--- config.mk ---
export PLATFORM = sky130hd
export DESIGN_NAME = pingpong_capture
export DESIGN_NICKNAME = d
export VERILOG_FILES = /design/src/rtl/pp_pkg.sv /design/src/rtl/pp_regs.sv /design/src/rtl/pp_fill.sv /design/src/rtl/pingpong_capture.sv
export SDC_FILE = /design/constraint.sdc
export NUM_CORES = 1
export LEC_CHECK = 0
export ABC_AREA = 1
export BUFFER_PORTS_ARGS = -buffer_cell sky130_fd_sc_hd__buf_2
export CELL_PAD_IN_SITES_DETAIL_PLACEMENT = 1
export CELL_PAD_IN_SITES_GLOBAL_PLACEMENT = 2
export CORE_AREA = 3 3 183 185
export DETAILED_ROUTE_END_ITERATION = 8
export DIE_AREA = 0 0 186 188
export PLACE_DENSITY = 0.88
export SYNTH_ARGS = -nofsm -noshare
export SYNTH_HDL_FRONTEND = slang
export SYNTH_SLANG_ARGS = --single-unit
--- constraint.sdc ---
create_clock -name clk -period 7.74 [get_ports clk]
set_input_delay 1.548 -clock clk [delete_from_list [all_inputs] [get_ports clk]]
set_output_delay 1.548 -clock clk [all_outputs]
set_load 0.03 [all_outputs]
--- src/rtl/pp_pkg.sv ---
package pp_pkg;
  localparam int REG_AW = 3;
  typedef logic [REG_AW-1:0] reg_addr_t;

  localparam reg_addr_t RA_CTRL  = 3'd0;
  localparam reg_addr_t RA_STAT  = 3'd1;
  localparam reg_addr_t RA_BASE1 = 3'd2;
  localparam reg_addr_t RA_BASE2 = 3'd3;
  localparam reg_addr_t RA_SIZE  = 3'd4;

  localparam int B_EN  = 0;
  localparam int B_IE1 = 1;
  localparam int B_IE2 = 2;
  localparam int B_F1  = 0;
  localparam int B_F2  = 1;
  localparam int B_OVR = 2;
endpackage

--- src/rtl/pp_regs.sv ---
module pp_regs
  import pp_pkg::*;
#(
  parameter int ADDR_W     = 32,
  parameter int ALIGN_BITS = 6
) (
  input  logic              clk,
  input  logic              rst_n,
  input  logic              we_i,
  input  reg_addr_t         addr_i,
  input  logic [31:0]       wdata_i,
  output logic [31:0]       rdata_o,
  output logic              en_o,
  output logic [ADDR_W-1:0] base1_o,
  output logic [ADDR_W-1:0] base2_o,
  output logic [ADDR_W-1:0] size_o,
  output logic              full1_o,
  output logic              full2_o,
  output logic              irq_o,
  input  logic              done_i,
  input  logic              done_buf_i
);
  localparam logic [ADDR_W-1:0] AMASK = {{(ADDR_W-ALIGN_BITS){1'b1}}, {ALIGN_BITS{1'b0}}};

  logic [2:0]        ctrl_q, ctrl_n;
  logic [ADDR_W-1:0] b1_q, b1_n, b2_q, b2_n, sz_q, sz_n;
  logic              f1_q, f1_n, f2_q, f2_n, ovr_q, ovr_n;
  logic              ack1, ack2, ack_ovr, set1, set2, set_ovr;

  always_comb begin
    ack1    = we_i && addr_i == RA_STAT && wdata_i[B_F1];
    ack2    = we_i && addr_i == RA_STAT && wdata_i[B_F2];
    ack_ovr = we_i && addr_i == RA_STAT && wdata_i[B_OVR];
    set1    = done_i && !done_buf_i;
    set2    = done_i &&  done_buf_i;
    // a buffer finishes while the other one is still waiting for software
    set_ovr = (set1 && f2_q && !ack2) || (set2 && f1_q && !ack1);

    ctrl_n = ctrl_q;
    b1_n   = b1_q;
    b2_n   = b2_q;
    sz_n   = sz_q;
    if (we_i) begin
      case (addr_i)
        RA_CTRL:  ctrl_n = wdata_i[2:0];
        RA_BASE1: b1_n   = wdata_i[ADDR_W-1:0] & AMASK;
        RA_BASE2: b2_n   = wdata_i[ADDR_W-1:0] & AMASK;
        RA_SIZE:  sz_n   = wdata_i[ADDR_W-1:0] & AMASK;
        default: ;
      endcase
    end
    f1_n  = set1 ? 1'b1 : (ack1 ? 1'b0 : f1_q);
    f2_n  = set2 ? 1'b1 : (ack2 ? 1'b0 : f2_q);
    ovr_n = set_ovr ? 1'b1 : (ack_ovr ? 1'b0 : ovr_q);
  end

  always_ff @(posedge clk or negedge rst_n) begin
    if (!rst_n) begin
      ctrl_q <= '0;
      b1_q   <= '0;
      b2_q   <= '0;
      sz_q   <= '0;
      f1_q   <= 1'b0;
      f2_q   <= 1'b0;
      ovr_q  <= 1'b0;
    end else begin
      ctrl_q <= ctrl_n;
      b1_q   <= b1_n;
      b2_q   <= b2_n;
      sz_q   <= sz_n;
      f1_q   <= f1_n;
      f2_q   <= f2_n;
      ovr_q  <= ovr_n;
    end
  end

  always_comb begin
    rdata_o = '0;
    case (addr_i)
      RA_CTRL:  rdata_o[2:0] = ctrl_q;
      RA_STAT:  rdata_o[2:0] = {ovr_q, f2_q, f1_q};
      RA_BASE1: rdata_o[ADDR_W-1:0] = b1_q;
      RA_BASE2: rdata_o[ADDR_W-1:0] = b2_q;
      RA_SIZE:  rdata_o[ADDR_W-1:0] = sz_q;
      default: ;
    endcase
  end

  assign en_o    = ctrl_q[B_EN];
  assign base1_o = b1_q;
  assign base2_o = b2_q;
  assign size_o  = sz_q;
  assign full1_o = f1_q;
  assign full2_o = f2_q;
  assign irq_o   = (f1_q && ctrl_q[B_IE1]) || (f2_q && ctrl_q[B_IE2]);

  // an acknowledge with no competing completion drops the flag
  assert_ack_clears_R6: assert property (@(posedge clk) disable iff (!rst_n)
    (ack1 && !set1) |=> !f1_q);
  // the overrun flag survives everything except its own clear bit
  assert_ovr_sticky_R8: assert property (@(posedge clk) disable iff (!rst_n)
    (ovr_q && !ack_ovr) |=> ovr_q);
  // a completion always leaves its flag set
  assert_full_set_R4: assert property (@(posedge clk) disable iff (!rst_n)
    set2 |=> f2_q);
endmodule

--- src/rtl/pp_fill.sv ---
module pp_fill #(
  parameter int ADDR_W = 32,
  parameter int DATA_W = 32
) (
  input  logic              clk,
  input  logic              rst_n,
  input  logic              en_i,
  input  logic [ADDR_W-1:0] base1_i,
  input  logic [ADDR_W-1:0] base2_i,
  input  logic [ADDR_W-1:0] size_i,
  input  logic              full1_i,
  input  logic              full2_i,
  input  logic              smp_valid_i,
  input  logic [DATA_W-1:0] smp_data_i,
  output logic              done_o,
  output logic              done_buf_o,
  output logic              wvalid_o,
  output logic [ADDR_W-1:0] waddr_o,
  output logic [DATA_W-1:0] wdata_o
);
  localparam int BPS = DATA_W / 8;

  logic [ADDR_W-1:0] off_q, off_n, off_inc;
  logic              cur_q, cur_n;
  logic              acc, last, cur_full;
  logic              wv_n;
  logic [ADDR_W-1:0] wa_n;

  always_comb begin
    cur_full = cur_q ? full2_i : full1_i;
    acc      = en_i && smp_valid_i && !cur_full;
    off_inc  = off_q + ADDR_W'(BPS);
    last     = acc && (off_inc >= size_i);
    off_n    = off_q;
    cur_n    = cur_q;
    if (!en_i) begin
      off_n = '0;
      cur_n = 1'b0;
    end else if (acc) begin
      if (last) begin
        off_n = '0;
        cur_n = !cur_q;
      end else begin
        off_n = off_inc;
      end
    end
    wv_n = acc;
    wa_n = (cur_q ? base2_i : base1_i) + off_q;
  end

  always_ff @(posedge clk or negedge rst_n) begin
    if (!rst_n) begin
      off_q    <= '0;
      cur_q    <= 1'b0;
      wvalid_o <= 1'b0;
      waddr_o  <= '0;
      wdata_o  <= '0;
    end else begin
      off_q    <= off_n;
      cur_q    <= cur_n;
      wvalid_o <= wv_n;
      if (acc) begin
        waddr_o <= wa_n;
        wdata_o <= smp_data_i;
      end
    end
  end

  assign done_o     = last;
  assign done_buf_o = cur_q;

  // an accepted sample appears one cycle later with its data
  assert_sample_out_R3: assert property (@(posedge clk) disable iff (!rst_n)
    acc |=> (wvalid_o && wdata_o == $past(smp_data_i)));
  // no strobe follows a cycle with capture disabled
  assert_disable_stop_R10: assert property (@(posedge clk) disable iff (!rst_n)
    !en_i |=> !wvalid_o);
  // a pending full buffer is never written
  assert_drop_pending_R7: assert property (@(posedge clk) disable iff (!rst_n)
    (!cur_q && full1_i) |=> !wvalid_o);
endmodule

--- src/rtl/pingpong_capture.sv ---
module pingpong_capture
  import pp_pkg::*;
#(
  parameter int ADDR_W     = 32,
  parameter int DATA_W     = 32,
  parameter int ALIGN_BITS = 6
) (
  input  logic        clk,
  input  logic        rst_n,
  input  logic        reg_we,
  input  logic [2:0]  reg_addr,
  input  logic [31:0] reg_wdata,
  output logic [31:0] reg_rdata,
  input  logic        smp_valid,
  input  logic [31:0] smp_data,
  output logic        mem_wvalid,
  output logic [31:0] mem_waddr,
  output logic [31:0] mem_wdata,
  output logic        irq
);
  logic [1:0]        rst_sync;
  logic              rst_i_n;
  logic              en, full1, full2, done, done_buf;
  logic [ADDR_W-1:0] base1, base2, size;

  always_ff @(posedge clk or negedge rst_n) begin
    if (!rst_n) rst_sync <= 2'b00;
    else        rst_sync <= {rst_sync[0], 1'b1};
  end
  assign rst_i_n = rst_sync[1];

  pp_regs #(.ADDR_W(ADDR_W), .ALIGN_BITS(ALIGN_BITS)) u_regs (
    .clk(clk), .rst_n(rst_i_n),
    .we_i(reg_we), .addr_i(reg_addr), .wdata_i(reg_wdata), .rdata_o(reg_rdata),
    .en_o(en), .base1_o(base1), .base2_o(base2), .size_o(size),
    .full1_o(full1), .full2_o(full2), .irq_o(irq),
    .done_i(done), .done_buf_i(done_buf)
  );

  pp_fill #(.ADDR_W(ADDR_W), .DATA_W(DATA_W)) u_fill (
    .clk(clk), .rst_n(rst_i_n),
    .en_i(en), .base1_i(base1), .base2_i(base2), .size_i(size),
    .full1_i(full1), .full2_i(full2),
    .smp_valid_i(smp_valid), .smp_data_i(smp_data),
    .done_o(done), .done_buf_o(done_buf),
    .wvalid_o(mem_wvalid), .waddr_o(mem_waddr), .wdata_o(mem_wdata)
  );

  // a raised request always traces back to a full flag
  assert_irq_source_R5: assert property (@(posedge clk) disable iff (!rst_i_n)
    irq |-> (full1 || full2));
  // a strobe needs capture enabled one cycle earlier
  assert_strobe_en_R2: assert property (@(posedge clk) disable iff (!rst_i_n)
    mem_wvalid |-> $past(en && smp_valid));
endmodule

==> results.cfg <==
[drt]
drc = 0
vias = 9562
via_per_inst = 4.90
antenna_left = 0
first_pass_iters = 5
wl_per_cell_um = 17.0
drtIter0Drc = 537
routed_wl_um = 33300

[clock_network]
cts_tree = yes
post_cts_buffers = 0
clock_path_buffers = 2
cts.repair.resized = 0
cts_num_sinks = 180
clkSlewWorstSetupHoldPaths_ns = 0.07
cts-buffers-inserted = 17
htreeDepth = 4
clk_latency_ns = 0.45
cts_hold_buffers = 0
cts_root_buf = clkbuf_16

[global_route]
grt_pass1_wl_um = 53500
grt_max_degree = 87
antenna_found_initial = 1
grt_remaining_overflow = 0
track_usage_pct = 19.4
grt_pass1_vias = 9903

[floorplanning]
die_x_um = 186
core_mm2 = 0.0322
pin_count = 169
fp.dieArea_mm2 = 0.0350
start_util_pct = 32.5
die_y_um = 188
rows = 66

[sta]
clock_skew_ns = 0.0140
rsz0062_at_grt = no
worstMarginPinSlew_ns = 1.05
fin_crit_sh_pct = 65.0
setup_violations = 0
slew_violations = 0
hold_violations = 0
maxSlewHeadroom_pct = 29.6
timing.final.ws_setup_ns = 2.71
min_period_ns = 5.03
clock.fmax_ghz = 0.199
fin_tns_setup_ns = 0

[yosys]
synthTopCellsByArea = dfrtp_1 (43%), nand2_1 (17%), o21ai_0 (7.2%), ha_1 (6.3%), inv_1 (5.9%)
ys_types = 46
yosys_warnings = 0
synth_top_area_share_pct = 43.0
synth_most_common_cell = nand2_1
synthArstFlopShare_pct = 100
synth-edff-count = 0
synth_cells = 1392
synth_area_per_cell_um2 = 7.52
synth_area_mm2 = 0.0105
synth_area_leader_cell = dfrtp_1
synth_seq_area_share_pct = 43.0
synth_common_cells = nand2_1 (487), dfrtp_1 (180), inv_1 (165)
yosys_register_bits = 180
synth_ff_type = dfrtp_1

[critical_path]
arrival_ns = 3.48
required_ns = 6.19
cp_slowest_cell = nand2_1
cpMostUsedCell = buf_2
slowest_delay_ns = 0.66
worstSetupEndpointType = output port
cp_top_family = simple AND/OR/NAND/NOR gates
path_buf_inv = 2
path_max_fanout = 26
criticalPathCategory = primary input to output port
crit_path_cell_trace = buf_2 > nor2_1 > nand2_1 > o21ai_0 > buf_2
start_kind = primary input

[final_layout]
multi_input_area_mm2 = 0.00511
drive_gt1_share_pct = 14.8
diodes = 0
register_area_mm2 = 0.00451
nets = 1656
syn2layout_area_growth_pct = 16.1
fillers = 4093

[outcome]
outcome = finished clean

[pwr]
power_density_mw_per_mm2 = 247
p_leak_nw = 6.36
power_switching_mw = 1.19
intPower_mw = 1.80
share_seq_of_total_power_pct = 41.7
power.total_mw = 3.00
clock_power_share_pct = 28.1
p_sw_share_pct = 39.8
peakVddDrop_mv = 0.172
p_comb_share_pct = 30.1

[place]
hpwl_um = 24800
port_buffers = 160
post-place-ws_ns = 2.74
routabilityCongestion = 0.854

[hold_path]
worstHoldPathType = flip-flop to flip-flop

[flow_run]
maxCapViolCount = 0
layer usage:
| metal | vias up | global-route usage [%] | share of wire (%) |
|---|---|---|---|
| met5 | - | 0 | 0.039 |
| met4 | 2 | 4.35 | 1.0 |
| met3 | 25 | 3.16 | 4.1 |
| met2 | 185 | 30.6 | 45 |
| met1 | 4628 | 27.9 | 50 |
| li1 | 4722 | - | - |
power by group through the flow:
| stage | logic (mW) | registers [mW] | clock network [mW] |
|---|---|---|---|
| finish | 0.903 | 1.25 | 0.843 |
| global route | 1.00 | 1.28 | 0.905 |
| CTS | 0.914 | 1.25 | 0.866 |
| detailed placement | 0.908 | 1.27 | 0 |
| global placement | 0.889 | 1.26 | 0 |
| floorplan | 0.385 | 1.47 | 0 |
final timing paths:
check	startpoint	to	slack (ns)	depth (start not counted)
worst min register to register	rst_sync[0]	rst_sync[1]	0.36	0
min in group asynchronous	rst_sync[1]	u_fill.off_q[8]	0.39	0
worst min-delay path	rst_sync[0]	rst_sync[1]	0.36	0
max in group asynchronous	rst_sync[1]	u_fill.waddr_o[16]	5.97	1
worst max register to register	u_fill.done_buf_o	u_fill.off_q[20]	3.90	10
worst max-delay path	reg_addr[0]	reg_rdata[15]	2.71	5
worst reg2reg max path: cells and delay by family, from the launching register on:
family / cells / cell delay [ns]
AOI/OAI and AO/OA: 2 / 0.27
buffers and inverters: 5 / 2.45
DFF: 1 / 0.36
and+or+nand+nor: 3 / 0.59
kinds of logic after synthesis:
logic type | after synthesis | share of synthesized area, %
compound gates | 255 | 13.3
flops | 180 | 43.0
fa+ha+maj | 54 | 6.53
other cells | 2 | 0.0718
simple gates | 646 | 25.5
buf+inv | 218 | 8.32
xor+xnor | 36 | 3.08
mux | 1 | 0.108
per-stage QoR:
stage / util (%) / instance area [um^2] / cells / hold WS (ns)
6_report: 37.7 / 12100 / 1952 / 0.360
5_1_grt: 37.7 / 12100 / 1952 / 0.376
4_1_cts: 37.7 / 12100 / 1952 / 0.362
3_5_place_dp: 36.0 / 11600 / 1920 / 0.345
3_3_place_gp: 36.0 / 11600 / 1920 / 0.339
2_1_floorplan: - / 10500 / 1396 / 0.331
area by class of cell:
class                      instances  share of cell area, %
tap                              408                   4.20
clock buffer                      18                   3.62
sequential                       180                   37.1
inverter                         168                   5.19
clock inverter                    14                  0.845
multi-input combinational        998                   42.1
timing repair buffer             166                   6.96
flip-flops by register name, summed over array words and instances, names as in the netlist, 2 cells and up:
signal          flops
u_regs.base1_o     26
u_fill.waddr_o     30
rst_sync            2
u_fill.wdata_o     32
u_regs.base2_o     26
u_fill.off_q       30
u_regs.size_o      26
u_regs.ctrl_q       3
cell usage in the layout, fill, tap and decap left out, drive strengths merged:
| master | count |
|---|---|
| mux2 | 1 |
| o21a | 3 |
| ha | 53 |
| nor3b | 1 |
| nand4 | 15 |
| nand3b | 1 |
| o21bai | 3 |
| clkinv | 8 |
| nand3 | 52 |
| a21oi | 48 |
| or2 | 3 |
| nor2 | 55 |
| o221ai | 9 |
| a22oi | 15 |
| fa | 1 |
| o21ai | 164 |
| a21o | 4 |
| and2 | 1 |
| xor2 | 28 |
| nand2 | 494 |
| buf | 166 |
| o211ai | 2 |
| inv | 171 |
| clkbuf | 18 |
| conb | 6 |
| dfrtp | 180 |
| nor2b | 1 |
| nor3 | 23 |
| xnor2 | 8 |
| o22ai | 7 |
| clkinvlp | 3 |
Power figures use the tool's default switching activity.
